`src/rtl/pm_dbg_pkg.sv`:
```
package pm_dbg_pkg;
  typedef enum logic [2:0] {
    PM_RUN  = 3'd0,
    PM_WAIT = 3'd1,
    PM_STOP = 3'd2,
    PM_HALT = 3'd3,
    PM_STEP = 3'd4
  } pm_state_t;
endpackage

```
`src/rtl/pm_stop_cfg.sv`:
```
module pm_stop_cfg (
  input  logic clk,
  input  logic rst,
  input  logic enter_stop,
  input  logic dbg_en,
  input  logic keep_alive,
  output logic halt_ok,
  output logic tick_ok,
  output logic osc_hold_nxt
);
  logic lat_dbg, lat_keep;

  always_ff @(posedge clk) begin
    if (rst) begin
      lat_dbg  <= 1'b0;
      lat_keep <= 1'b0;
    end else if (enter_stop) begin
      lat_dbg  <= dbg_en;
      lat_keep <= keep_alive;
    end
  end

  assign halt_ok      = lat_dbg;
  assign tick_ok      = lat_keep;
  assign osc_hold_nxt = enter_stop ? (dbg_en | keep_alive) : (lat_dbg | lat_keep);


  latch_hold_chk: assert property (@(posedge clk) disable iff (rst)
    !enter_stop |=> (lat_dbg == $past(lat_dbg)) && (lat_keep == $past(lat_keep)));
endmodule

```
`src/rtl/pm_seq.sv`:
```
module pm_seq
  import pm_dbg_pkg::*;
(
  input  logic      clk,
  input  logic      rst,
  input  logic      op_wait,
  input  logic      op_stop,
  input  logic      op_bkpt,
  input  logic      insn_done,
  input  logic      irq_req,
  input  logic      core_rst,
  input  logic      wake_tick,
  input  logic      cmd_halt,
  input  logic      cmd_go,
  input  logic      cmd_step,
  input  logic      cmd_tgo,
  input  logic      halt_ok,
  input  logic      tick_ok,
  output pm_state_t st_nxt,
  output logic      enter_stop,
  output logic      enter_wait,
  output logic      enter_step
);
  pm_state_t st;

  always_comb begin
    st_nxt = st;
    if (core_rst) begin
      st_nxt = PM_RUN;
    end else begin
      unique case (st)
        PM_RUN: begin
          if (cmd_halt || op_bkpt) st_nxt = PM_HALT;
          else if (op_stop)        st_nxt = PM_STOP;
          else if (op_wait)        st_nxt = PM_WAIT;
        end
        PM_WAIT: begin
          if (cmd_halt)     st_nxt = PM_HALT;
          else if (irq_req) st_nxt = PM_RUN;
        end
        PM_STOP: begin
          if (cmd_halt && halt_ok)                  st_nxt = PM_HALT;
          else if (irq_req || (wake_tick && tick_ok)) st_nxt = PM_RUN;
        end
        PM_HALT: begin
          if (cmd_go || cmd_tgo) st_nxt = PM_RUN;
          else if (cmd_step)     st_nxt = PM_STEP;
        end
        PM_STEP: begin
          if (insn_done) st_nxt = PM_HALT;
        end
        default: st_nxt = PM_RUN;
      endcase
    end
  end

  assign enter_stop = (st == PM_RUN)  && (st_nxt == PM_STOP);
  assign enter_wait = (st == PM_RUN)  && (st_nxt == PM_WAIT);
  assign enter_step = (st == PM_HALT) && (st_nxt == PM_STEP);

  always_ff @(posedge clk) begin
    if (rst) st <= PM_RUN;
    else     st <= st_nxt;
  end


  rst_prio_chk: assert property (@(posedge clk) disable iff (rst)
    core_rst |=> st == PM_RUN);

  halt_sticky_chk: assert property (@(posedge clk) disable iff (rst)
    (st == PM_HALT) && !core_rst && !cmd_go && !cmd_tgo && !cmd_step |=> st == PM_HALT);

  step_hold_chk: assert property (@(posedge clk) disable iff (rst)
    (st == PM_STEP) && !core_rst && !insn_done |=> st == PM_STEP);

  stop_hold_chk: assert property (@(posedge clk) disable iff (rst)
    (st == PM_STOP) && !halt_ok && !core_rst && !irq_req && !(wake_tick && tick_ok)
      |=> st == PM_STOP);
endmodule

```
`src/rtl/pm_outreg.sv`:
```
module pm_outreg
  import pm_dbg_pkg::*;
(
  input  logic      clk,
  input  logic      rst,
  input  pm_state_t st_nxt,
  input  logic      enter_wait,
  input  logic      enter_step,
  input  logic      osc_hold_nxt,
  output logic      cpu_clk_en,
  output logic      sys_clk_en,
  output logic      osc_en,
  output logic      imask_clr,
  output logic      halted,
  output logic      step_go
);
  always_ff @(posedge clk) begin
    if (rst) begin
      cpu_clk_en <= 1'b1;
      sys_clk_en <= 1'b1;
      osc_en     <= 1'b1;
      imask_clr  <= 1'b0;
      halted     <= 1'b0;
      step_go    <= 1'b0;
    end else begin
      cpu_clk_en <= (st_nxt != PM_WAIT) && (st_nxt != PM_STOP);
      sys_clk_en <= (st_nxt != PM_STOP);
      osc_en     <= (st_nxt != PM_STOP) || osc_hold_nxt;
      imask_clr  <= enter_wait;
      halted     <= (st_nxt == PM_HALT);
      step_go    <= enter_step;
    end
  end


  stop_gate_chk: assert property (@(posedge clk) disable iff (rst)
    !sys_clk_en |-> !cpu_clk_en);

  halt_clk_chk: assert property (@(posedge clk) disable iff (rst)
    halted |-> cpu_clk_en && sys_clk_en && osc_en);

  imask_pulse_chk: assert property (@(posedge clk) disable iff (rst)
    imask_clr |-> !cpu_clk_en && sys_clk_en);

  step_excl_chk: assert property (@(posedge clk) disable iff (rst)
    $onehot0({halted, step_go, imask_clr}));
endmodule

```
`src/rtl/pm_dbg_seq.sv`:
```
module pm_dbg_seq
  import pm_dbg_pkg::*;
(
  input  logic clk,
  input  logic rst,
  input  logic op_wait,
  input  logic op_stop,
  input  logic op_bkpt,
  input  logic insn_done,
  input  logic irq_req,
  input  logic core_rst,
  input  logic wake_tick,
  input  logic dbg_en,
  input  logic keep_alive,
  input  logic cmd_halt,
  input  logic cmd_go,
  input  logic cmd_step,
  input  logic cmd_tgo,
  output logic cpu_clk_en,
  output logic sys_clk_en,
  output logic osc_en,
  output logic imask_clr,
  output logic halted,
  output logic step_go
);
  pm_state_t st_nxt;
  logic enter_stop, enter_wait, enter_step;
  logic halt_ok, tick_ok, osc_hold_nxt;

  pm_seq u_seq (
    .clk(clk), .rst(rst),
    .op_wait(op_wait), .op_stop(op_stop), .op_bkpt(op_bkpt),
    .insn_done(insn_done), .irq_req(irq_req), .core_rst(core_rst),
    .wake_tick(wake_tick), .cmd_halt(cmd_halt), .cmd_go(cmd_go),
    .cmd_step(cmd_step), .cmd_tgo(cmd_tgo),
    .halt_ok(halt_ok), .tick_ok(tick_ok),
    .st_nxt(st_nxt), .enter_stop(enter_stop),
    .enter_wait(enter_wait), .enter_step(enter_step)
  );

  pm_stop_cfg u_cfg (
    .clk(clk), .rst(rst), .enter_stop(enter_stop),
    .dbg_en(dbg_en), .keep_alive(keep_alive),
    .halt_ok(halt_ok), .tick_ok(tick_ok), .osc_hold_nxt(osc_hold_nxt)
  );

  pm_outreg u_out (
    .clk(clk), .rst(rst), .st_nxt(st_nxt),
    .enter_wait(enter_wait), .enter_step(enter_step),
    .osc_hold_nxt(osc_hold_nxt),
    .cpu_clk_en(cpu_clk_en), .sys_clk_en(sys_clk_en), .osc_en(osc_en),
    .imask_clr(imask_clr), .halted(halted), .step_go(step_go)
  );
endmodule

```
`config.mk`:
```
export PLATFORM = sky130hd
export DESIGN_NAME = pm_dbg_seq
export DESIGN_NICKNAME = d
export VERILOG_FILES = /design/src/rtl/pm_dbg_pkg.sv /design/src/rtl/pm_stop_cfg.sv /design/src/rtl/pm_seq.sv /design/src/rtl/pm_outreg.sv /design/src/rtl/pm_dbg_seq.sv
export SDC_FILE = /design/constraint.sdc
export NUM_CORES = 1
export LEC_CHECK = 0
export ABC_CLOCK_PERIOD_IN_PS = 2660
export BUFFER_PORTS_ARGS = -buffer_cell sky130_fd_sc_hd__buf_2
export CELL_PAD_IN_SITES_DETAIL_PLACEMENT = 0
export CELL_PAD_IN_SITES_GLOBAL_PLACEMENT = 1
export CORE_MARGIN = 2
export CORE_UTILIZATION = 34
export DETAILED_ROUTE_END_ITERATION = 6
export PLACE_DENSITY = 0.77
export RECOVER_POWER = 100
export SYNTH_ARGS = -nofsm -noshare
export SYNTH_HDL_FRONTEND = slang
export SYNTH_SLANG_ARGS = --single-unit
```
`constraint.sdc`:
```
create_clock -name clk -period 2.66 [get_ports clk]
set_input_delay 0.266 -clock clk [delete_from_list [all_inputs] [get_ports clk]]
set_output_delay 0.266 -clock clk [all_outputs]
set_load 0.02 [all_outputs]
```
==> flow_summary.yaml <==
place:
  numPortBuffers: 20
  dp_slack_ps: 1168
  dp_hpwl_um: 845.3
  place_congestion: 0.7777
clock_tree:
  clkTransAtPathRegs_ps: 60
  clkLatencyLatePin_ps: 260
  cts-hold-fix-buffers: 0
  cts.sinks: 11
  numCtsBuffers: 3
  cts_max_path_buffers: 2
  cts_root_buf: "clkbuf_4"
  cts_tree: "done"
  cts_resized: 0
  cts_max_level: 1
  post-cts-setup-buffers: 0
route:
  vias: 528
  ant_nets: 0
  drtIter0Drc: 16
  wl_per_cell_um: 11.54
  avgViaCountPerCell: 5.388
  drc: 0
  wirelength_mm: 1.131
  first_pass_iters: 4
setup_path:
  timing.rr.end: "u_out.osc_en"
  critPathKind: "reg -> reg"
  reg2regPathDepth: 4
  ff2ff_setup_slack_ps: 930
  r2r-start: "u_seq.st[0]"
  endpoint_kind: "flop"
  cp_max_fo: 9
  worstPathArrival_ps: 1860
  cp.required_ps: 2780
  crit_path_start_kind: "flop"
global_routing:
  track_usage_pct: 13.44
  grt.overflow.total: 0
  antenna_found_initial: 0
  grt_pass1_vias: 458
  grt_pass1_wl_mm: 1.849
  grt_max_degree: 10
timing:
  finalSetupTns_ps: 0
  rsz0062_at_grt: "no"
  tightest_slew_ps: 638.3
  holdWs_ps: 187.1
  report.final.hold_viol_count: 0
  post-route-min-period_ps: 1732
  skew_ps: 1.787
  fmax_mhz: 577.4
  slew_headroom_pct: 57.12
  timing.final.ws_setup_ps: 928.0
  slew_viol_final: 0
  finalCritPeriodShare_pct: 65.11
  finalSetupViolations: 0
final_layout:
  mostFrequentLayoutCells: "14 x buf_2, 11 x dfxtp_1, 9 x nor2_1, 8 x a21oi_1, 7 x clkbuf_1"
  drive_above_1_share_pct: 23.17
  fin_nets: 98
  syn2layout_area_growth_pct: 21.98
  antenna-diode-count: 0
  layout_commonest_cell: "buf_2"
floorplan:
  pin_count: 21
  rows: 14
  core_area_sq_um: 1471
  initial_utilization_pct: 35.20
  die_area_sq_um: 1852
  die_x_um: 43.03
  die_y_um: 43.03
min_path:
  worstHoldStart: "rst"
  min_path_type: "in -> reg"
  holdPathStages: 2
  holdPathEnd: "u_cfg.tick_ok"
power_and_ir_drop:
  vdd_drop_max_v: 0.0001352
  p_comb_share_pct: 16.1
  power.share.sequential_pct: 51.9
  power-per-cell-area_nw_per_um2: 540.6
  power.clock.fraction_pct: 32.0
  p_sw_w: 0.00008857
  intPower_w: 0.0002530
  p_leak_nw: 0.2451
  p_sw_share_pct: 25.93
job:
  cap_violations: 0
run_status:
  status: "completed"
logic_synthesis:
  synth_area_sq_um: 518.0
  postSynthRegisterBits: 11
  synth_cell_type_count: 23
  yosysWarnings: 0
  avgSynthCellArea_sq_um: 8.780
  synthCells: 59
  seq_area_frac_synth_pct: 42.51
  syn_nets: 74
## power by group through the flow
stage               combinational [W]  sequential, W  clock (W)
floorplan                   0.0000352       0.000184          0
global placement            0.0000597       0.000182          0
detailed placement          0.0000593       0.000182          0
CTS                         0.0000597       0.000178   0.000112
global route                0.0000612       0.000178   0.000121
finish                      0.0000551       0.000177   0.000109
## metal layers
metal,part of all wire (%),global-route usage [%],vias up,routed length (um)
met4,2.2,9.091,0,25
met1,47,16.58,240,531
li1,-,-,265,-
met5,0,0,-,0
met3,6.8,3.404,4,77
met2,44,20.30,19,496
## cell families after synthesis
logic type | after synthesis | share of synthesized area, %
DFF | 11 | 42.51
and+or+nand+nor | 33 | 38.41
AOI/OAI and AO/OA | 14 | 17.63
buffers and inverters | 1 | 1.450
## worst max path at each step
stage	from	end
2_1_floorplan	u_seq.st[0]	u_out.imask_clr
3_3_place_gp	u_seq.st[0]	u_out.imask_clr
3_5_place_dp	u_seq.st[0]	u_out.imask_clr
4_1_cts	u_seq.st[0]	u_out.imask_clr
5_1_grt	u_seq.st[0]	u_out.osc_en
6_report	u_seq.st[0]	u_out.osc_en
## cell type report
| type | count | area, sq um |
|---|---|---|
| fillers | 160 | 839.6 |
| multi-input cells | 47 | 272.8 |
| flip-flops and latches | 11 | 220.2 |
| repair buffers | 20 | 92.59 |
| clock buffers | 4 | 26.28 |
| well taps | 16 | 20.02 |
## worst max-delay path, cell delays in order (launching register included)
cell and delay (ps):
dfxtp_1 390, nor3_1 570, a22oi_1 270, nor2_1 230, o2111ai_1 130
## registers in the layout (all words and copies together) (netlist names)
name	cells
u_out.osc_en	1
u_out.sys_clk_en	1
u_out.imask_clr	1
u_seq.st	3
u_cfg.halt_ok	1
u_out.cpu_clk_en	1
u_out.step_go	1
u_out.halted	1
u_cfg.tick_ok	1
## Yosys cell counts, drive strengths merged
cell type   n  area, sq um
a211o       1        8.760
a21oi       8        40.04
a22oi       1        12.51
a32o        1        11.26
and2        1        6.260
and3        1        6.260
buf         1        7.510
dfxtp      11        220.2
nand2       5        18.77
nand2b      2        12.51
nand3       3        15.01
nand3b      3        22.52
nor2        9        33.78
nor3        4        36.29
nor3b       1        7.510
nor4b       1        8.760
nor4bb      1        10.01
o2111ai     1        8.760
o21ai       2        10.01
or3         1        11.26
or4b        1        10.01
## stage by stage
stage | total power (W) | util (%) | cells | area [sq um]
floorplan | 0.0002189 | - | 59 | 518.0
global placement | 0.0002415 | 42.86 | 94 | 630.6
detailed placement | 0.0002410 | 42.86 | 94 | 630.6
CTS | 0.0003497 | 44.64 | 98 | 656.9
global route | 0.0003599 | 42.94 | 98 | 631.9
finish | 0.0003416 | 42.94 | 98 | 631.9
No activity file was read; power rests on OpenSTA's default activity.
